[src/rtl/irq_latch_pkg.sv]
package irq_latch_pkg;

  typedef struct packed {
    logic       hit_en;
    logic       hit_lat;
    logic [1:0] lane;
  } reg_sel_t;

  function automatic reg_sel_t decode_addr(input logic [7:0] addr);
    reg_sel_t s;
    s = '0;
    case (addr)
      8'h3A: begin s.hit_en  = 1'b1; s.lane = 2'd0; end
      8'h3B: begin s.hit_en  = 1'b1; s.lane = 2'd1; end
      8'h2C: begin s.hit_en  = 1'b1; s.lane = 2'd2; end
      8'h2D: begin s.hit_en  = 1'b1; s.lane = 2'd3; end
      8'h3C: begin s.hit_lat = 1'b1; s.lane = 2'd0; end
      8'h3D: begin s.hit_lat = 1'b1; s.lane = 2'd1; end
      8'h2E: begin s.hit_lat = 1'b1; s.lane = 2'd2; end
      8'h2F: begin s.hit_lat = 1'b1; s.lane = 2'd3; end
      default: s = '0;
    endcase
    return s;
  endfunction

  function automatic logic [31:0] range_mask(input int lo, input int hi);
    logic [31:0] m;
    m = '0;
    for (int i = 0; i < 32; i++) if (i >= lo && i <= hi) m[i] = 1'b1;
    return m;
  endfunction

endpackage

[src/rtl/irq_pend_bank.sv]
module irq_pend_bank #(
  parameter int VEC_W = 32,
  parameter logic [VEC_W-1:0] KEEP = '1,
  localparam int IDX_W = $clog2(VEC_W)
) (
  input  logic             clk,
  input  logic             rst,
  input  logic [VEC_W-1:0] set_vec,
  input  logic             wr_en,
  input  logic [1:0]       wr_lane,
  input  logic [7:0]       wr_data,
  input  logic             ack_clr,
  input  logic [IDX_W-1:0] ack_idx,
  output logic [VEC_W-1:0] lat_q,
  output logic [VEC_W-1:0] lat_d
);

  always_comb begin
    lat_d = lat_q;
    if (wr_en) lat_d[int'(wr_lane)*8 +: 8] = lat_q[int'(wr_lane)*8 +: 8] & wr_data;
    if (ack_clr) lat_d[ack_idx] = 1'b0;
    lat_d = (lat_d | set_vec) & KEEP;
  end

  always_ff @(posedge clk) begin
    if (rst) lat_q <= '0;
    else     lat_q <= lat_d;
  end

endmodule

[src/rtl/irq_mstk.sv]
module irq_mstk #(
  parameter int DEPTH = 8
) (
  input  logic clk,
  input  logic rst,
  input  logic push,
  input  logic pop,
  input  logic wr_en,
  input  logic wr_val,
  output logic imf_q,
  output logic imf_d
);

  logic [DEPTH-1:0] stk_q, stk_d;

  always_comb begin
    imf_d = imf_q;
    stk_d = stk_q;
    if (push) begin
      stk_d = {stk_q[DEPTH-2:0], imf_q};
      imf_d = 1'b0;
    end else if (pop) begin
      imf_d = stk_q[0];
      stk_d = {1'b0, stk_q[DEPTH-1:1]};
    end else if (wr_en) begin
      imf_d = wr_val;
    end
  end

  always_ff @(posedge clk) begin
    if (rst) begin
      imf_q <= 1'b0;
      stk_q <= '0;
    end else begin
      imf_q <= imf_d;
      stk_q <= stk_d;
    end
  end

endmodule

[src/rtl/irq_pick.sv]
module irq_pick #(
  parameter int VEC_W = 32,
  parameter logic [VEC_W-1:0] NMI_SET = '0,
  localparam int IDX_W = $clog2(VEC_W)
) (
  input  logic [VEC_W-1:0] lat,
  input  logic [VEC_W-1:0] en,
  input  logic             imf,
  output logic             valid,
  output logic [IDX_W-1:0] idx
);

  logic [VEC_W-1:0] elig;

  always_comb begin
    elig  = lat & ((en & {VEC_W{imf}}) | NMI_SET);
    valid = |elig;
    idx   = '0;
    for (int i = VEC_W - 1; i >= 0; i--) begin
      if (elig[i]) idx = IDX_W'(i);
    end
  end

endmodule

[src/rtl/irq_latch_ctrl.sv]
module irq_latch_ctrl #(
  parameter int VEC_W     = 32,
  parameter int SRC_LO    = 2,
  parameter int SRC_HI    = 28,
  parameter int NMI_HI    = 3,
  parameter int STK_DEPTH = 8,
  localparam int IDX_W    = $clog2(VEC_W)
) (
  input  logic             clk,
  input  logic             rst,
  input  logic [VEC_W-1:0] irq_req,
  input  logic             irq_ack,
  input  logic             irq_reti,
  input  logic [7:0]       reg_addr,
  input  logic             reg_we,
  input  logic [7:0]       reg_wdata,
  output logic [7:0]       reg_rdata,
  output logic             req_valid,
  output logic [IDX_W-1:0] req_idx
);
  import irq_latch_pkg::*;

  localparam logic [VEC_W-1:0] SRC_SET = VEC_W'(range_mask(SRC_LO, SRC_HI));
  localparam logic [VEC_W-1:0] NMI_SET = VEC_W'(range_mask(SRC_LO, NMI_HI));
  localparam logic [VEC_W-1:0] MSK_SET = VEC_W'(range_mask(NMI_HI + 1, SRC_HI));

  reg_sel_t         sel;
  logic             take;
  logic [VEC_W-1:0] lat_q, lat_d;
  logic [VEC_W-1:0] en_q, en_d;
  logic             imf_q, imf_d;
  logic             pick_v;
  logic [IDX_W-1:0] pick_i;
  logic [VEC_W-1:0] en_view, rd_vec;

  assign sel  = decode_addr(reg_addr);
  assign take = irq_ack & req_valid;

  irq_pend_bank #(.VEC_W(VEC_W), .KEEP(SRC_SET)) u_bank (
    .clk(clk), .rst(rst), .set_vec(irq_req),
    .wr_en(reg_we & sel.hit_lat), .wr_lane(sel.lane), .wr_data(reg_wdata),
    .ack_clr(take), .ack_idx(req_idx),
    .lat_q(lat_q), .lat_d(lat_d)
  );

  irq_mstk #(.DEPTH(STK_DEPTH)) u_stk (
    .clk(clk), .rst(rst), .push(take), .pop(irq_reti),
    .wr_en(reg_we & sel.hit_en & (sel.lane == 2'd0)), .wr_val(reg_wdata[0]),
    .imf_q(imf_q), .imf_d(imf_d)
  );

  always_comb begin
    en_d = en_q;
    if (reg_we && sel.hit_en) en_d[int'(sel.lane)*8 +: 8] = reg_wdata;
    en_d = en_d & MSK_SET;
  end

  irq_pick #(.VEC_W(VEC_W), .NMI_SET(NMI_SET)) u_pick (
    .lat(lat_d), .en(en_d), .imf(imf_d), .valid(pick_v), .idx(pick_i)
  );

  assign en_view = en_q | VEC_W'(imf_q);
  always_comb begin
    rd_vec = '0;
    if (sel.hit_en)  rd_vec = en_view;
    if (sel.hit_lat) rd_vec = lat_q;
  end

  always_ff @(posedge clk) begin
    if (rst) begin
      en_q      <= '0;
      req_valid <= 1'b0;
      req_idx   <= '0;
      reg_rdata <= '0;
    end else begin
      en_q      <= en_d;
      req_valid <= pick_v;
      req_idx   <= pick_i;
      reg_rdata <= rd_vec[int'(sel.lane)*8 +: 8];
    end
  end

endmodule

[config.mk]
export PLATFORM = sky130hd
export DESIGN_NAME = irq_latch_ctrl
export DESIGN_NICKNAME = d
export VERILOG_FILES = /design/src/rtl/irq_latch_pkg.sv /design/src/rtl/irq_pend_bank.sv /design/src/rtl/irq_mstk.sv /design/src/rtl/irq_pick.sv /design/src/rtl/irq_latch_ctrl.sv
export SDC_FILE = /design/constraint.sdc
export NUM_CORES = 1
export LEC_CHECK = 0
export ABC_AREA = 1
export BUFFER_PORTS_ARGS = -buffer_cell sky130_fd_sc_hd__buf_4
export CAP_MARGIN = 20
export CORE_ASPECT_RATIO = 0.5
export CORE_MARGIN = 5
export CORE_UTILIZATION = 55
export DETAILED_ROUTE_END_ITERATION = 8
export HOLD_SLACK_MARGIN = 0.02
export PLACE_DENSITY_LB_ADDON = 0.1
export REMOVE_ABC_BUFFERS = 1
export SLEW_MARGIN = 30
export SYNTH_ARGS = -nofsm -noshare
export SYNTH_HDL_FRONTEND = slang
export SYNTH_HIERARCHICAL = 1
export SYNTH_SLANG_ARGS = --single-unit
[constraint.sdc]
create_clock -name clk -period 9.45 [get_ports clk]
set_input_delay 0 -clock clk [delete_from_list [all_inputs] [get_ports clk]]
set_output_delay 0 -clock clk [all_outputs]
set_load 0.05 [all_outputs]
==> results.txt, run 1 <==
multi-input logic area = 0.003532 mm2
Buf/Inv on CP = 6
synth warn = 6
Slew Viols, Final = 0
Pwr Density = 124.1 mW/mm2
Skew-Pair Late Insertion Delay = 340 ps
Final period util = 0.5236
chip width = 154.0 um
CTS root buffer = clkbuf_16
Max clock buf depth = 2
Avg Inst Size Synth = 5.918 um2
setup bufs post-CTS = 0
CP Depth = 40
Core Util, Final = 0.6723
vias in the first global route = 5822
nets@finish = 1115
post-synthesis instance total = 963
CTS tree = yes
crit path launch = reg_addr[6]
total power = 846.7 uW
Critical Path Most Common Cell = nand2_1
Peak Freq = 0.2021 GHz
commonest non-fill, non-tap cell in the layout = nand2_1
Worst R2R Path Depth = 38
share of cells above drive strength 1 = 0.1353
setup TNS = 0 ps
row cnt = 26
endpoints failing setup = 0
Initial DRT Pass Iterations = 5
largest net degree at the start of global routing = 74
Largest delay share family, worst path = simple AND/OR/NAND/NOR gates
status = completed
Fillers = 970
die area = 0.01262 mm2
first-pass GRT wire length = 29.58 mm
relative slew slack = 0.4283
Syn Std Cell Area = 0.005699 mm2
hpwl dp = 13.53 mm
RSZ-0062 raised after global routing = no
CP endpoint kind = register
P_leak = 0.003541 uW
RR Startpoint = req_valid
H-tree levels = 3
Crit path arrival time = 5220 ps
global route overflow = 0
CP max FO = 23
Initial DRC Count = 643
GRT Total Usage = 0.2996
r2r setup slk = 5950 ps
slowest CP cell = inv_1
most frequent cells in the layout = nand2_1, inv_1, nand3_1, nor2_1, dfxtp_1
final WL = 18.82 mm
Synth cell types = 46
Final Hold Fails = 0
Peak VDD IR = 80.90 uV
sequential share of the synthesized area = 0.2634
top-level I/O count = 67
worst path required time = 9730 ps
CP Launch Type = input port
max cap viols = 0
synthesis-stage register bit count = 75
PortBufs = 61
Seq. cell area = 0.001501 mm2
min Tclk post-route = 4948 ps
Initial Utilization = 0.5615
initial antenna violation count = 0
die height = 81.98 um
ant diodes = 0
worst slew pin tran = 850.9 ps
worst hold path type = input port to register
critical path class = input port to register
Remaining DRCs = 0
hold path startpoint = reg_wdata[4]
CP peak stage delay = 680 ps
Post-CTS Resized = 0
Core Region = 0.01015 mm2
Layout area overhead = 19.74%
Cell Area, Placed = 0.006163 mm2
WL/cell = 15.72 um
Clock Skews = 9.700 ps
clock slew at reported path FFs = 60 ps
Finished Cell Area = 0.006824 mm2
post-route ant nets = 0
GPL Wtd Cong = 0.9641
hold path cells = 3
Sink Count = 75
vias = 6489
Vias/cell = 5.421
number of buffers created by CTS = 9
-- final cells by class --
cell class	instances	share of cell area
multi-input cells	747	0.5176
clock buffers	9	0.03300
flip-flops and latches	75	0.2200
clock inverters	7	0.01467
well taps	140	0.02567
repair buffers	100	0.1221
inverters	119	0.06692
-- flip-flops by register name, indices dropped and copies added, names as in the netlist --
name,flops
req_idx,5
u_bank/lat_q,27
u_stk/stk_q,8
u_stk/imf_q,1
reg_rdata,8
req_valid,1
en_q,25
-- path summary, 6_finish.rpt --
path	to
worst max-delay path	req_idx[0]
worst min-delay path	en_q[12]
worst max register to register	req_idx[0]
worst min register to register	en_q[4]
-- what timing repair did --
item | in CTS | in global routing
hold endpoints to repair | 35 | 0
hold buffers | 33 | 0
endpoints found under the setup margin | 0 | 0
-- Yosys cell counts, drive strengths merged --
cell type      n  share of area
o21bai         2         0.0026
conb           2         0.0013
dlygate4sd3    1         0.0018
a21oi         65          0.060
o31ai          1         0.0013
nor3          19          0.021
o21ai         28          0.028
clkinv         1        0.00066
nand2        393           0.27
nand3b         1         0.0013
and2b          1         0.0013
ha            10          0.022
o211ai         1         0.0013
dfxtp         75           0.26
or2            1         0.0011
nand3         85          0.081
a31oi          4         0.0044
inv          118          0.079
clkbuf         5         0.0035
buf           29          0.041
nor2          93          0.078
nand4         27          0.031
a21boi         1         0.0013
-- metal layers --
layer | wire, um | vias up | GRT usage
met5 | 0 | - | 0
met4 | 212 | 0 | 0.06520
met3 | 2312 | 26 | 0.05842
met2 | 7946 | 341 | 0.4826
met1 | 8347 | 2922 | 0.4197
li1 | - | 3200 | -
-- logic make-up (layout without fill, tap and decap cells) --
logic type,after synthesis,count (layout),share of synthesized area
other,2,15,0.001318
buffers and inverters,154,235,0.1262
AO/OA/AOI/OAI,102,102,0.09923
flip-flops,75,75,0.2634
adder cells (fa/ha/maj),10,10,0.02195
AND/OR/NAND/NOR,620,620,0.4878
-- worst register-to-register path, delay by kind of cell (launching register included) --
kind | cells | cell delay [ps]
compound gates | 1 | 50
buf+inv | 4 | 790
flops | 1 | 340
simple gates | 33 | 2230
-- metrics by stage --
stage	setup WS, ps	hold slack [ps]	std cells
after floorplan	5264	62.44	941
after global placement	4390	268.5	1148
after detailed placement	4334	272.9	1148
after CTS	4672	35.85	1197
after global routing	4031	57.42	1197
final	4502	46.73	1197
-- report_power, final --
part | internal [uW] | switching (uW)
logic | 49.0 | 76.2
registers | 329 | 10.9
clock network | 233 | 149
total | 611 | 236
(Power assumes the default switching activity.)
==> run 2: changes to the inputs <==
- ABC_AREA: 1 -> 0
- CORE_UTILIZATION: 55 -> 53
- clock period: 9.45 -> 4.3 ns (I/O delays scaled with it)
==> results.txt, run 2 <==
RR Startpoint = req_valid
number of buffers created by CTS = 9 (unchanged)
ant diodes = 0 (unchanged)
post-synthesis instance total = 667 (-31%)
top cell type's share of synthesized area = 0.2809 (+0.01745)
Max clock buf depth = 2 (unchanged)
row cnt = 25 (-3.8%)
setup TNS = 0 ps (unchanged)
Layout area overhead = 19.73% (about the same)
Synth cell types = 79 (+72%)
number of synthesized flops with an enable pin = 0 (unchanged)
register with the most flip-flops = u_bank/lat_q
initial antenna violation count = 0 (unchanged)
Vias/cell = 6.405 (+18%)
commonest non-fill, non-tap cell in the layout = dfxtp_1
most frequent cells in the layout = dfxtp_1, nand2_1, buf_4, inv_1
Yosys top cell by area = dfxtp_1
post-route ant nets = 0 (unchanged)
first-pass GRT wire length = 28.66 mm (-3.1%)
synth top area cells = dfxtp_1, nand2_1, nor2b_1
Reg-to-Reg End = req_valid
CTS root buffer = clkbuf_16
Peak Freq = 0.2725 GHz
worst hold path type = input port to register
Slew Viols, Final = 0 (unchanged)
number of flip-flops in the largest register = 27 (unchanged)
CP Launch Type = input port
CTS tree = yes
endpoints failing setup = 0 (unchanged)
Worst R2R Path Depth = 10 (-74%)
Pwr Density = 285.0 mW/mm2 (+130%)
die height = 81.01 um (-1.2%)
GPL Wtd Cong = 0.9718 (+0.80%)
Peak VDD IR = 243.0 uV (+200%)
Seq pwr share = 0.411 (+0.010)
final WL = 18.89 mm (+0.35%)
worst slew pin tran = 880.9 ps (+29.98 ps)
CP endpoint kind = register
Most Crowded Layer GR = met2
Top Registers = u_bank/lat_q (27), en_q (25)
PortBufs = 61 (unchanged)
Final period util = 0.8536
share of cells above drive strength 1 = 0.1565 (+0.02121)
clock slew at reported path FFs = 60 ps (about the same)
NetSw = 518.2 uW (+120%)
H-tree levels = 3 (unchanged)
met3 usage = 0.1118 (+0.05334)
Avg Inst Size Synth = 8.014 um2 (+35%)
Initial DRT Pass Iterations = 6 (+1)
GRT Total Usage = 0.3036 (+0.004034)
status = completed
vias in the first global route = 5134 (-12%)
hold path startpoint = irq_req[16]
Final Hold Fails = 0 (unchanged)
Finished Cell Area = 0.006400 mm2 (-6.2%)
nets@finish = 812 (-27%)
largest net degree at the start of global routing = 72 (-2.7%)
max cap viols = 0 (unchanged)
Skew-Pair Late Insertion Delay = 350 ps (about the same)
fraction of registers with async set or reset after synthesis = 0 (unchanged)
relative slew slack = 0.4108 (-0.01753)
Post-CTS Resized = 0 (unchanged)
hpwl dp = 13.90 mm (+2.7%)
Syn Std Cell Area = 0.005345 mm2 (-6.2%)
ys flop type = dfxtp_1
Crit path arrival time = 3870 ps (-1350 ps)
Clock power frac = 0.438 (-0.013)
RSZ-0062 raised after global routing = no
most instantiated cells after synthesis = dfxtp_1, nand2_1, inv_1
WL/cell = 21.24 um (+35%)
P_leak = 0.002509 uW (-29%)
Core Region = 0.009634 mm2 (-5.1%)
Initial Utilization = 0.5548 (-0.006709)
Logic pwr share = 0.151 (+0.003)
Initial DRC Count = 707 (+10%)
die area = 0.01232 mm2 (-2.4%)
CP max FO = 24 (+4.3%)
vias = 5694 (-12%)
Sink Count = 75 (unchanged)
Cell Area, Placed = 0.005828 mm2 (-5.4%)
count leader, synth = dfxtp_1
min Tclk post-route = 3670 ps
GR Util met2 = 0.4429 (-0.03969)
critical path class = input port to register
Remaining DRCs = 0 (unchanged)
sequential share of the synthesized area = 0.2809 (+0.01745)
met1 Usage GRT = 0.4216 (+0.001895)
global route overflow = 0 (unchanged)
internal power = 1305 uW (+110%)
r2r setup slk = 910 ps (-5040 ps)
synthesis-stage register bit count = 75 (unchanged)
switching share of power = 0.2842 (+0.005528)
chip width = 152.0 um (-1.3%)
Clock Skews = 5.656 ps (-4.045 ps)
top-level I/O count = 67 (unchanged)
worst path required time = 4500 ps (-5230 ps)
synth warn = 6 (unchanged)
Min-Delay Endpoint = u_bank/lat_q[16]
hold path cells = 3 (unchanged)
run 2: cell types whose count changed in the layout (fill, tap and decap cells not counted), sizes merged, moves of 19 or more:
cell / previous run / this run
nand3: 85 / 33
nor2b: 0 / 33
inv: 119 / 38
nor2: 93 / 31
nand2: 393 / 71
a21oi: 65 / 32
a211oi: 0 / 25
a22o: 0 / 21
nand4: 27 / 8
run 2: worst max-delay path by stage:
| stage | start | endpoint | slack [ps] | cells past startpoint |
|---|---|---|---|---|
| final | reg_addr[2] | req_idx[2] | 630 | 17 |
| after global routing | reg_addr[2] | req_idx[2] | 470 | 17 |
| after CTS | reg_addr[2] | req_idx[2] | 820 | 17 |
| after detailed placement | reg_addr[2] | req_idx[0] | 500 | 16 |
| after global placement | reg_addr[2] | req_idx[0] | 540 | 16 |
| after floorplan | reg_addr[6] | req_valid | 750 | 14 |
run 2: cell type report:
cell class | count | area, um2
Clock buffer | 10 | 239.0
Clock inverter | 6 | 72.57
Fill cell | 855 | 3234
Inverter | 37 | 138.9
Multi-Input combinational cell | 533 | 3516
Sequential cell | 75 | 1501
Tap cell | 135 | 168.9
Timing Repair Buffer | 93 | 763.2
run 2: timing repair:
item | 4_1_cts | 5_1_grt
endpoints found under the hold margin | 26 | 0
setup buffers | 0 | 0
hold buffers | 26 | 0
run 2: cells by family (layout without fill, tap and decap cells):
| family | count (synthesis) | in the layout | share of synthesized area |
|---|---|---|---|
| and+or+nand+nor | 263 | 263 | 0.2720 |
| adders and majority gates | 10 | 10 | 0.02341 |
| xor gates and xnor gates | 3 | 3 | 0.004917 |
| muxes | 27 | 27 | 0.05267 |
| DFF | 75 | 75 | 0.2809 |
| other | 2 | 21 | 0.001405 |
| AOI/OAI and AO/OA | 209 | 209 | 0.2877 |
| buffers and inverters | 78 | 146 | 0.07701 |
run 2: power by group through the flow:
stage | Sequential (uW) | Combinational, uW | Clock [uW]
floorplan | 761 | 131 | 0
global placement | 763 | 239 | 0
detailed placement | 763 | 245 | 0
CTS | 748 | 265 | 802
global route | 752 | 295 | 842
finish | 750 | 276 | 798
run 2: worst max-delay path: stages:
cell       delay (ps)
buf_4             150
clkinv_1          240
nor2_1            350
nand2_1           190
inv_1             110
buf_4             340
ha_1              230
o2111ai_2         330
nor4_4            520
buf_4             220
a22o_1            180
a22oi_1           170
a31oi_1           380
a21oi_1            70
o21ai_0           160
a21oi_1            80
nor2b_1           140
run 2: through the flow:
stage,total power (uW),util,instances,hold slack (ps),setup WS (ps)
floorplan,891.8,-,645,69.07,746.4
detailed placement,1008,0.6049,847,269.9,495.8
global route,1889,0.6643,889,53.85,470.2
global placement,1002,0.6042,847,261.1,540.8
finish,1824,0.6643,889,42.59,629.7
CTS,1815,0.6643,889,36.89,816.8
run 2: routing by layer:
metal  vias to the layer above  part of all wire  routed length, um
li1                       2622                 -                  -
met1                      2637              0.43               8038
met2                       398              0.40               7495
met3                        37              0.16               2970
met4                         0             0.020                380
met5                         -                 0                  0
==> run 3: changes to the inputs <==
- CORE_UTILIZATION: 53 -> 55
- clock period: 4.3 -> 3.5 ns (I/O delays scaled with it)
==> results.txt, run 3 (synthesis gave the netlist of run 2 again) <==
status = completed
Initial DRC Count = 723 (+2.3%)
commonest non-fill, non-tap cell in the layout = buf_4
PortBufs = 61 (unchanged)
endpoints failing setup = 0 (unchanged)
Clock Skews = 6.851 ps (+1.195 ps)
largest net degree at the start of global routing = 72 (unchanged)
most frequent cells in the layout = buf_4, dfxtp_1, nand2_1, inv_1
Critical Path Most Common Cell = buf_4
critical path class = input port to register
CP endpoint kind = register
top-level I/O count = 67 (unchanged)
clock slew at reported path FFs = 60 ps (about the same)
Remaining DRCs = 0 (unchanged)
Layout area overhead = 22.17%
GPL Wtd Cong = 0.9911 (+2.0%)
number of buffers created by CTS = 9 (unchanged)
number of flip-flops in the largest register = 27 (unchanged)
chip width = 149.4 um (-1.7%)
Final period util = 0.8945
CTS root buffer = clkbuf_16
vias = 5781 (+1.5%)
Vias/cell = 6.374 (-0.49%)
hpwl dp = 14.20 mm (+2.2%)
vias in the first global route = 5223 (+1.7%)
CP Cell Sequence = buf_4 > and3b_1 > o211ai_4 > inv_2 > inv_1 > ha_1 > buf_4 > and4_1 > and2b_1 > a22oi_1 > o21ai_0 > a22o_1 > o21ai_0 > buf_4 > nand2_1 > nor2_1 > nand2_1 > nor2b_1
Finished Cell Area = 0.006530 mm2 (+2.0%)
H-tree levels = 3 (unchanged)
min Tclk post-route = 3131 ps
initial antenna violation count = 0 (unchanged)
GRT Total Usage = 0.3251 (+0.02151)
Final Hold Fails = 0 (unchanged)
max cap viols = 0 (unchanged)
share of cells above drive strength 1 = 0.1762 (+0.01967)
Pwr Density = 342.7 mW/mm2 (+20%)
Initial Utilization = 0.5658 (+0.01102)
Top Registers = u_bank/lat_q (27), en_q (25)
final WL = 19.04 mm (+0.80%)
CP Launch Type = input port
row cnt = 25 (unchanged)
worst path required time = 3710 ps (-790 ps)
Peak VDD IR = 236.3 uV (-2.8%)
worst hold path type = input port to register
Post-Place Worst Slack = 119.4 ps (-376.4 ps)
Initial DRT Pass Iterations = 6 (unchanged)
P_leak = 0.002585 uW (+3.0%)
Largest delay share family, worst path = simple AND/OR/NAND/NOR gates
die height = 79.71 um (-1.6%)
global route overflow = 0 (unchanged)
slowest CP cell = ha_1
CTS tree = yes
relative slew slack = 0.4237 (+0.01286)
first-pass GRT wire length = 29.28 mm (+2.1%)
Crit path arrival time = 3340 ps (-530 ps)
Post-CTS Resized = 0 (unchanged)
setup ws final = 369.2 ps (-260.5 ps)
post-route ant nets = 0 (unchanged)
Skew-Pair Late Insertion Delay = 350 ps (about the same)
Peak Freq = 0.3194 GHz
Sink Count = 75 (unchanged)
worst slew pin tran = 861.7 ps (-19.22 ps)
Cell Area, Placed = 0.005976 mm2 (+2.5%)
Core Region = 0.009447 mm2 (-1.9%)
Slew Viols, Final = 0 (unchanged)
Buf/Inv on CP = 5 (unchanged)
WL/cell = 20.99 um (-1.2%)
die area = 0.01191 mm2 (-3.3%)
CP max FO = 11 (-54%)
register with the most flip-flops = u_bank/lat_q
Max clock buf depth = 2 (unchanged)
nets@finish = 830 (+2.2%)
CP peak stage delay = 430 ps (-90 ps)
Fillers = 835 (-2.3%)
RSZ-0062 raised after global routing = no
ant diodes = 0 (unchanged)
run 3: timing repair:
action                                  4_1_cts  5_1_grt
setup buffers                                 0        0
hold buffers                                 25        0
endpoints found under the setup margin        0        0
hold endpoints to repair                     25        0
run 3: power by group:
part | internal [uW] | switching, uW
Clock | 575 | 398
Combinational | 146 | 201
Sequential | 886 | 32.1
Total | 1610 | 630
run 3: cell type report:
| class | count | area, um2 | area share |
|---|---|---|---|
| clock buffer | 11 | 242.7 | 0.03717 |
| clock inverter | 5 | 61.31 | 0.009389 |
| inverter | 37 | 138.9 | 0.02127 |
| multi-input combinational | 533 | 3508 | 0.5373 |
| sequential | 75 | 1501 | 0.2299 |
| tap | 135 | 168.9 | 0.02587 |
| timing repair buffer | 111 | 908.4 | 0.1391 |
run 3: final timing paths:
path	to	cells past startpoint	startpoint	slack, ps
max	req_valid	18	reg_addr[2]	370
min	en_q[15]	3	reg_wdata[7]	30
max reg2reg	req_valid	10	req_valid	450
min reg2reg	en_q[10]	2	en_q[10]	480
run 3: per-stage QoR:
| step | utilization | setup TNS, ps | std cells | total power, uW | hold WS [ps] |
|---|---|---|---|---|---|
| final | 0.6913 | 0 | 907 | 2238 | 31.48 |
| after global routing | 0.6913 | 0 | 907 | 2308 | 57.12 |
| after CTS | 0.6913 | 0 | 907 | 2226 | 21.37 |
| after detailed placement | 0.6326 | 0 | 866 | 1247 | 263.4 |
| after global placement | 0.6326 | 0 | 866 | 1244 | 264.3 |
| after floorplan | - | -99.94 | 645 | 1096 | 69.07 |
run 3: metal layers:
layer	routed length, um	up-vias	part of all wire	GRT usage
li1	-	2674	-	-
met1	8448	2663	0.44	0.4686
met2	7460	403	0.39	0.4604
met3	2797	41	0.15	0.1151
met4	331	0	0.017	0.07489
met5	0	-	0	0
run 3: worst reg2reg max path, stage by stage, from the launching register on:
cell and delay, ps:
dfxtp_1 330, and2_1 280, and4b_1 380, nand3_1 250
nand4_1 190, nand3_1 230, a22o_2 350, o21ai_0 350
nor3b_1 350, nand2_1 80, nor2b_1 130
